[src/rtl/npc_pwm_pkg.sv]
package npc_pwm_pkg;

    typedef enum logic [1:0] {
        LVL_N = 2'd0,
        LVL_O = 2'd1,
        LVL_P = 2'd2
    } level_e;

    // Switch requests per level; bit 0 = switch 1 (outer upper) ... bit 3 = switch 4.
    function automatic logic [3:0] level_gates(level_e lvl);
        case (lvl)
            LVL_P:   return 4'b0011;
            LVL_O:   return 4'b0110;
            LVL_N:   return 4'b1100;
            default: return 4'b0000;
        endcase
    endfunction

endpackage

[src/rtl/npc_tri_carrier.sv]
module npc_tri_carrier #(
    parameter int CARRIER_MAX = 1000,
    parameter int CW          = $clog2(CARRIER_MAX + 1)
) (
    input  logic          clk,
    input  logic          rst_n,
    output logic [CW-1:0] cnt_o,
    output logic          extreme_o,
    output logic          valley_o
);
    localparam logic [CW-1:0] TOP = CW'(CARRIER_MAX);

    typedef struct packed {
        logic [CW-1:0] cnt;
        logic          up;
    } car_st;

    car_st s_d, s_q;

    always_comb begin
        s_d = s_q;
        if (s_q.cnt == TOP)
            s_d.up = 1'b0;
        else if (s_q.cnt == '0)
            s_d.up = 1'b1;
        s_d.cnt = s_d.up ? s_q.cnt + CW'(1) : s_q.cnt - CW'(1);
    end

    always_ff @(posedge clk) begin
        if (!rst_n) begin
            s_q.cnt <= '0;
            s_q.up  <= 1'b1;
        end else begin
            s_q <= s_d;
        end
    end

    assign cnt_o     = s_q.cnt;
    assign valley_o  = (s_q.cnt == '0);
    assign extreme_o = (s_q.cnt == '0) || (s_q.cnt == TOP);


    cnt_range_chk: assert property (@(posedge clk) disable iff (!rst_n)
        s_q.cnt <= TOP);

    peak_turn_chk: assert property (@(posedge clk) disable iff (!rst_n)
        (s_q.cnt == TOP) |=> (s_q.cnt == TOP - CW'(1)));

    valley_turn_chk: assert property (@(posedge clk) disable iff (!rst_n)
        (s_q.cnt == '0) |=> (s_q.cnt == CW'(1)));

endmodule

[src/rtl/npc_leg.sv]
module npc_leg
    import npc_pwm_pkg::*;
#(
    parameter int REF_W       = 12,
    parameter int CARRIER_MAX = 1000,
    parameter int DEAD_CYC    = 200,
    parameter int CW          = $clog2(CARRIER_MAX + 1)
) (
    input  logic                    clk,
    input  logic                    rst_n,
    input  logic signed [REF_W-1:0] ref_i,
    input  logic signed [REF_W-1:0] ofs_i,
    input  logic [CW-1:0]           cnt_i,
    input  logic                    latch_i,
    output logic [3:0]              gate_o
);
    localparam int XW = REF_W + 1;
    localparam int DW = (DEAD_CYC > 0) ? $clog2(DEAD_CYC + 1) : 1;
    localparam logic [DW-1:0]        DT_V   = DW'(DEAD_CYC);
    localparam logic signed [XW-1:0] CMAX_S = XW'(CARRIER_MAX);

    typedef struct packed {
        logic signed [REF_W-1:0] ref_v;
        level_e                  lvl;
        logic [3:0][DW-1:0]      on_cnt;
    } leg_st;

    leg_st s_d, s_q;

    logic signed [XW-1:0] sum, upper, lower, ref_x;
    level_e               tgt;
    logic [3:0]           want;

    always_comb begin
        s_d = s_q;
        // common-mode sum and clipping
        sum = $signed({ref_i[REF_W-1], ref_i}) + $signed({ofs_i[REF_W-1], ofs_i});
        if (latch_i) begin
            if (sum > CMAX_S)
                s_d.ref_v = CMAX_S[REF_W-1:0];
            else if (sum < -CMAX_S)
                s_d.ref_v = (-CMAX_S);
            else
                s_d.ref_v = sum[REF_W-1:0];
        end
        // stacked in-phase carriers
        upper = $signed(XW'(cnt_i));
        lower = upper - CMAX_S;
        ref_x = $signed({s_q.ref_v[REF_W-1], s_q.ref_v});
        if (ref_x > upper)
            tgt = LVL_P;
        else if (ref_x < lower)
            tgt = LVL_N;
        else
            tgt = LVL_O;
        // never jump between the outer levels
        if ((s_q.lvl == LVL_P && tgt == LVL_N) || (s_q.lvl == LVL_N && tgt == LVL_P))
            s_d.lvl = LVL_O;
        else
            s_d.lvl = tgt;
        // turn-on delay per switch
        want = level_gates(s_q.lvl);
        for (int i = 0; i < 4; i++) begin
            if (!want[i])
                s_d.on_cnt[i] = '0;
            else if (s_q.on_cnt[i] != DT_V)
                s_d.on_cnt[i] = s_q.on_cnt[i] + DW'(1);
            gate_o[i] = want[i] && (s_q.on_cnt[i] == DT_V);
        end
    end

    always_ff @(posedge clk) begin
        if (!rst_n) begin
            s_q.ref_v  <= '0;
            s_q.lvl    <= LVL_O;
            s_q.on_cnt <= '0;
        end else begin
            s_q <= s_d;
        end
    end


    p_to_n_chk: assert property (@(posedge clk) disable iff (!rst_n)
        (s_q.lvl == LVL_P) |=> (s_q.lvl != LVL_N));

    n_to_p_chk: assert property (@(posedge clk) disable iff (!rst_n)
        (s_q.lvl == LVL_N) |=> (s_q.lvl != LVL_P));

    ref_hold_chk: assert property (@(posedge clk) disable iff (!rst_n)
        !latch_i |=> $stable(s_q.ref_v));

    pair_excl_chk: assert property (@(posedge clk) disable iff (!rst_n)
        !(gate_o[0] && gate_o[2]) && !(gate_o[1] && gate_o[3]));

    for (genvar g = 0; g < 4; g++) begin : g_dead

        dead_wait_chk: assert property (@(posedge clk) disable iff (!rst_n)
            ((DEAD_CYC > 0) && $rose(gate_o[g])) |-> $past(want[g]));
    end

endmodule

[src/rtl/npc_pwm_top.sv]
module npc_pwm_top #(
    parameter int REF_W       = 12,
    parameter int CARRIER_MAX = 1000,
    parameter int DEAD_CYC    = 200
) (
    input  logic                    clk,
    input  logic                    rst_n,
    input  logic signed [REF_W-1:0] ref_a,
    input  logic signed [REF_W-1:0] ref_b,
    input  logic signed [REF_W-1:0] ref_c,
    input  logic signed [REF_W-1:0] cm_offset,
    output logic [3:0]              gate_a,
    output logic [3:0]              gate_b,
    output logic [3:0]              gate_c,
    output logic                    period_start
);
    localparam int PHASES = 3;
    localparam int CW     = $clog2(CARRIER_MAX + 1);

    logic [CW-1:0]           cnt;
    logic                    extreme;
    logic signed [REF_W-1:0] refs  [PHASES];
    logic [3:0]              gates [PHASES];

    assign refs[0] = ref_a;
    assign refs[1] = ref_b;
    assign refs[2] = ref_c;

    npc_tri_carrier #(
        .CARRIER_MAX (CARRIER_MAX),
        .CW          (CW)
    ) u_carrier (
        .clk       (clk),
        .rst_n     (rst_n),
        .cnt_o     (cnt),
        .extreme_o (extreme),
        .valley_o  (period_start)
    );

    for (genvar p = 0; p < PHASES; p++) begin : g_leg
        npc_leg #(
            .REF_W       (REF_W),
            .CARRIER_MAX (CARRIER_MAX),
            .DEAD_CYC    (DEAD_CYC),
            .CW          (CW)
        ) u_leg (
            .clk     (clk),
            .rst_n   (rst_n),
            .ref_i   (refs[p]),
            .ofs_i   (cm_offset),
            .cnt_i   (cnt),
            .latch_i (extreme),
            .gate_o  (gates[p])
        );
    end

    assign gate_a = gates[0];
    assign gate_b = gates[1];
    assign gate_c = gates[2];

endmodule

[config.mk]
export PLATFORM = sky130hd
export DESIGN_NAME = npc_pwm_top
export DESIGN_NICKNAME = d
export VERILOG_FILES = /design/src/rtl/npc_pwm_pkg.sv /design/src/rtl/npc_tri_carrier.sv /design/src/rtl/npc_leg.sv /design/src/rtl/npc_pwm_top.sv
export SDC_FILE = /design/constraint.sdc
export NUM_CORES = 1
export LEC_CHECK = 0
export ABC_CLOCK_PERIOD_IN_PS = 2950
export CAP_MARGIN = 40
export CELL_PAD_IN_SITES_DETAIL_PLACEMENT = 1
export CELL_PAD_IN_SITES_GLOBAL_PLACEMENT = 1
export CORE_UTILIZATION = 42
export CTS_CLUSTER_DIAMETER = 60
export DETAILED_ROUTE_END_ITERATION = 16
export PLACE_DENSITY = 0.76
export SYNTH_ARGS = -nofsm -noshare
export SYNTH_HDL_FRONTEND = slang
export SYNTH_HIERARCHICAL = 1
export SYNTH_SLANG_ARGS = --single-unit
[constraint.sdc]
create_clock -name clk -period 2.95 [get_ports clk]
set_input_delay 0.59 -clock clk [delete_from_list [all_inputs] [get_ports clk]]
set_output_delay 0.59 -clock clk [all_outputs]
set_load 0.02 [all_outputs]
==> impl_metrics.tcl <==
set metrics [dict create \
    firstDrtPassIters 5 \
    grt_overflow 0 \
    diodes 0 \
    r2r_setup_slack_ps -10 \
    grt_pass1_vias 10900 \
    dp_slack_ps -749 \
    drv_slew 0 \
    synth-seq-cells 149 \
    synthToLayoutAreaGrowth_pct 31.3 \
    critPathKind "register to register" \
    antenna_found_initial 0 \
    clockBufferDepth 2 \
    synth-seq-area-share_pct 26.8 \
    worst_pin_slew_ps 729 \
    fin_setup_tns_ps -10.2 \
    holdBufCountCts 0 \
    syn_avg_cell_area_um2 8.64 \
    synth_edf_count 0 \
    slew_headroom_pct 50.8 \
    grt_usage_pct 23.6 \
    cpPeakStageDelay_ps 580 \
    ys_warn_count 6 \
    placeableCoreArea_um2 26100 \
    arrival_ps 3330 \
    min_path_type "register to register" \
    ctsRootBufferMaster "clkbuf_16" \
    postRouteAntennaNets 0 \
    leakage_nw 6.10 \
    clock_latency_ps 440 \
    pin_count 63 \
    routed_wl_mm 32.0 \
    clkTransAtPathRegs_ps 60 \
    setup_viol 1 \
    post-route-period-util_pct 100 \
    layout_commonest_cell "buf_4" \
    syn-instance-count 1289 \
    netlist-cell-type-count 88 \
    rsz0062_at_grt "true" \
    cap_violations 0 \
    fmax_mhz 338 \
    die_w_um 165 \
    finalHoldViolations 0 \
    yosysTopAreaCell "dfxtp_1" \
    post_dp_cell_area_um2 13400 \
    num_vias 10300 \
    final_cells 1887 \
    drtIter0Drc 407 \
    drive_above_1_share_pct 23.9 \
    fin_crit_ps 2960 \
    die_h_um 165 \
    violations "negative setup slack" \
    cpMaxStageDelayCell "or4b_4" \
    gp_congestion 0.845 \
    crit_top_cell "a21oi_2" \
    status "finished, violations left" \
    worstSetupEndpointType "register" \
    required_ps 3320 \
    grt_max_degree 37 \
    synth-async-reset-ratio_pct 0 \
    htreeDepth 4 \
    start_kind "register" \
    vdd.ir_drop.worst_mv 0.283 \
    fin_util_pct 56.1 \
    portBuffers 62 \
    synthFlopType "dfxtp_1" \
    fin_skew_ps 9.44 \
    cts_tree "done" \
    rows 59 \
    layout.nets 1739 \
    initial_core_util_pct 42.7 \
    fin_area_um2 14600 \
    synth_top_area_share_pct 26.8 \
    numCtsBuffers 17 \
    wl_per_cell_um 17.0 \
    vias_per_cell 5.45 \
    dp_hpwl_mm 23.8 \
    clock_sinks 149 \
    die_area_um2 27200 \
    path_max_fanout 8 \
    worst_slack_ps -10.2 \
    crit_chain "or4_4 -> or4b_4 -> clkinv_4 -> o22ai_4 -> ha_4 -> a21o_1 -> a21oi_2 -> a211oi_2 -> or3_4 -> a21oi_2" \
    route.detailed.drc 0 \
    synth.top_cells.by_area "dfxtp_1 (27%), ha_1 (16%), nor2_1 (4.9%)" \
    mostFrequentLayoutCells "buf_4 (190), dfxtp_1 (147), nor2_1 (143), ha_1 (127), inv_1 (93)" \
    timing.hold.ws_ps 468 \
    p_total_mw 7.49 \
    powerDensity_nw_per_um2 512 \
    synth_fp_nets 1489 \
    syn_area_um2 11100 \
    grt_pass1_wl_mm 52.0 \
    dp.cells 1841 \
]
-- state kept, by name, indices dropped and copies added, names as in the netlist --
register	cells
u_carrier/cnt_o	10
g_leg.u_leg/s_q	102
g_leg.u_leg/ref_x	36
u_carrier/s_q	1
-- cells in the mapped netlist, types with 8 or more instances --
master	instances
nand2b_1	21
inv_1	96
or2_2	12
nand3b_1	9
nor2b_1	15
dfxtp_1	149
and2_1	9
o221a_1	10
o211ai_1	13
mux2i_1	13
or3_1	12
o21a_1	21
nand3_1	72
nor4b_1	9
xor2_1	61
nor4_1	23
o21ai_0	31
nor2_1	144
nor3_1	29
nand2_1	60
buf_4	10
xnor2_1	52
a31oi_1	8
clkbuf_1	9
a21oi_1	45
nor3b_1	17
and3_1	21
ha_1	146
-- cells by family (layout without fill, tap and decap cells) --
family | after synthesis | count (layout) | share of synthesized area (%)
AOI/OAI and AO/OA | 248 | 249 | 17.6
muxes | 13 | 13 | 1.17
buffers and inverters | 124 | 386 | 4.92
adders and majority gates | 150 | 150 | 17.1
DFF | 149 | 149 | 26.8
xor gates and xnor gates | 113 | 113 | 8.89
and+or+nand+nor | 492 | 492 | 23.5
-- final timing paths --
path,startpoint,endpoint,depth (start not counted)
setup / recovery,u_carrier/cnt_o[1],u_carrier/cnt_o[9],10
hold / removal,g_leg[2].u_leg/ref_x[1],g_leg[2].u_leg/ref_x[1],2
setup reg to reg,u_carrier/cnt_o[1],u_carrier/cnt_o[9],10
hold reg to reg,g_leg[2].u_leg/ref_x[1],g_leg[2].u_leg/ref_x[1],2
-- per-layer routing --
layer  track usage, %  up-vias  part of all wire [%]
met5                0        -                     0
li1                 -     5111                     -
met4             9.26        0                   2.2
met2             42.4      153                    51
met3             2.26       42                   1.8
met1             28.8     4982                    45
-- report_power, final --
group / switching, mW / total [mW] / internal, mW
logic: 1.49 / 2.81 / 1.33
registers: 0.262 / 2.50 / 2.24
clock network: 0.981 / 2.18 / 1.20
-- cell type report --
class                           instances  area (um2)
Inverter                               99         377
Timing Repair Buffer                  255        2150
Clock buffer                           17         425
Multi-Input combinational cell       1017        8110
Fill cell                            3034       11400
Sequential cell                       149        2990
Clock inverter                         15         155
Tap cell                              335         419
-- critical path, delay by kind of cell (launching register included) --
family	cells	cell delay, ps
fa+ha+maj	1	260
flops	1	320
buf+inv	1	70
compound gates	5	730
simple gates	3	1490
-- what timing repair did --
action	in CTS	in global routing
hold endpoints to repair	0	0
endpoints found under the setup margin	39	44
cloned	1	1
pin swaps	11	35
resized for setup	28	84
setup buffers	3	9
No activity file was read; power rests on OpenSTA's default activity.
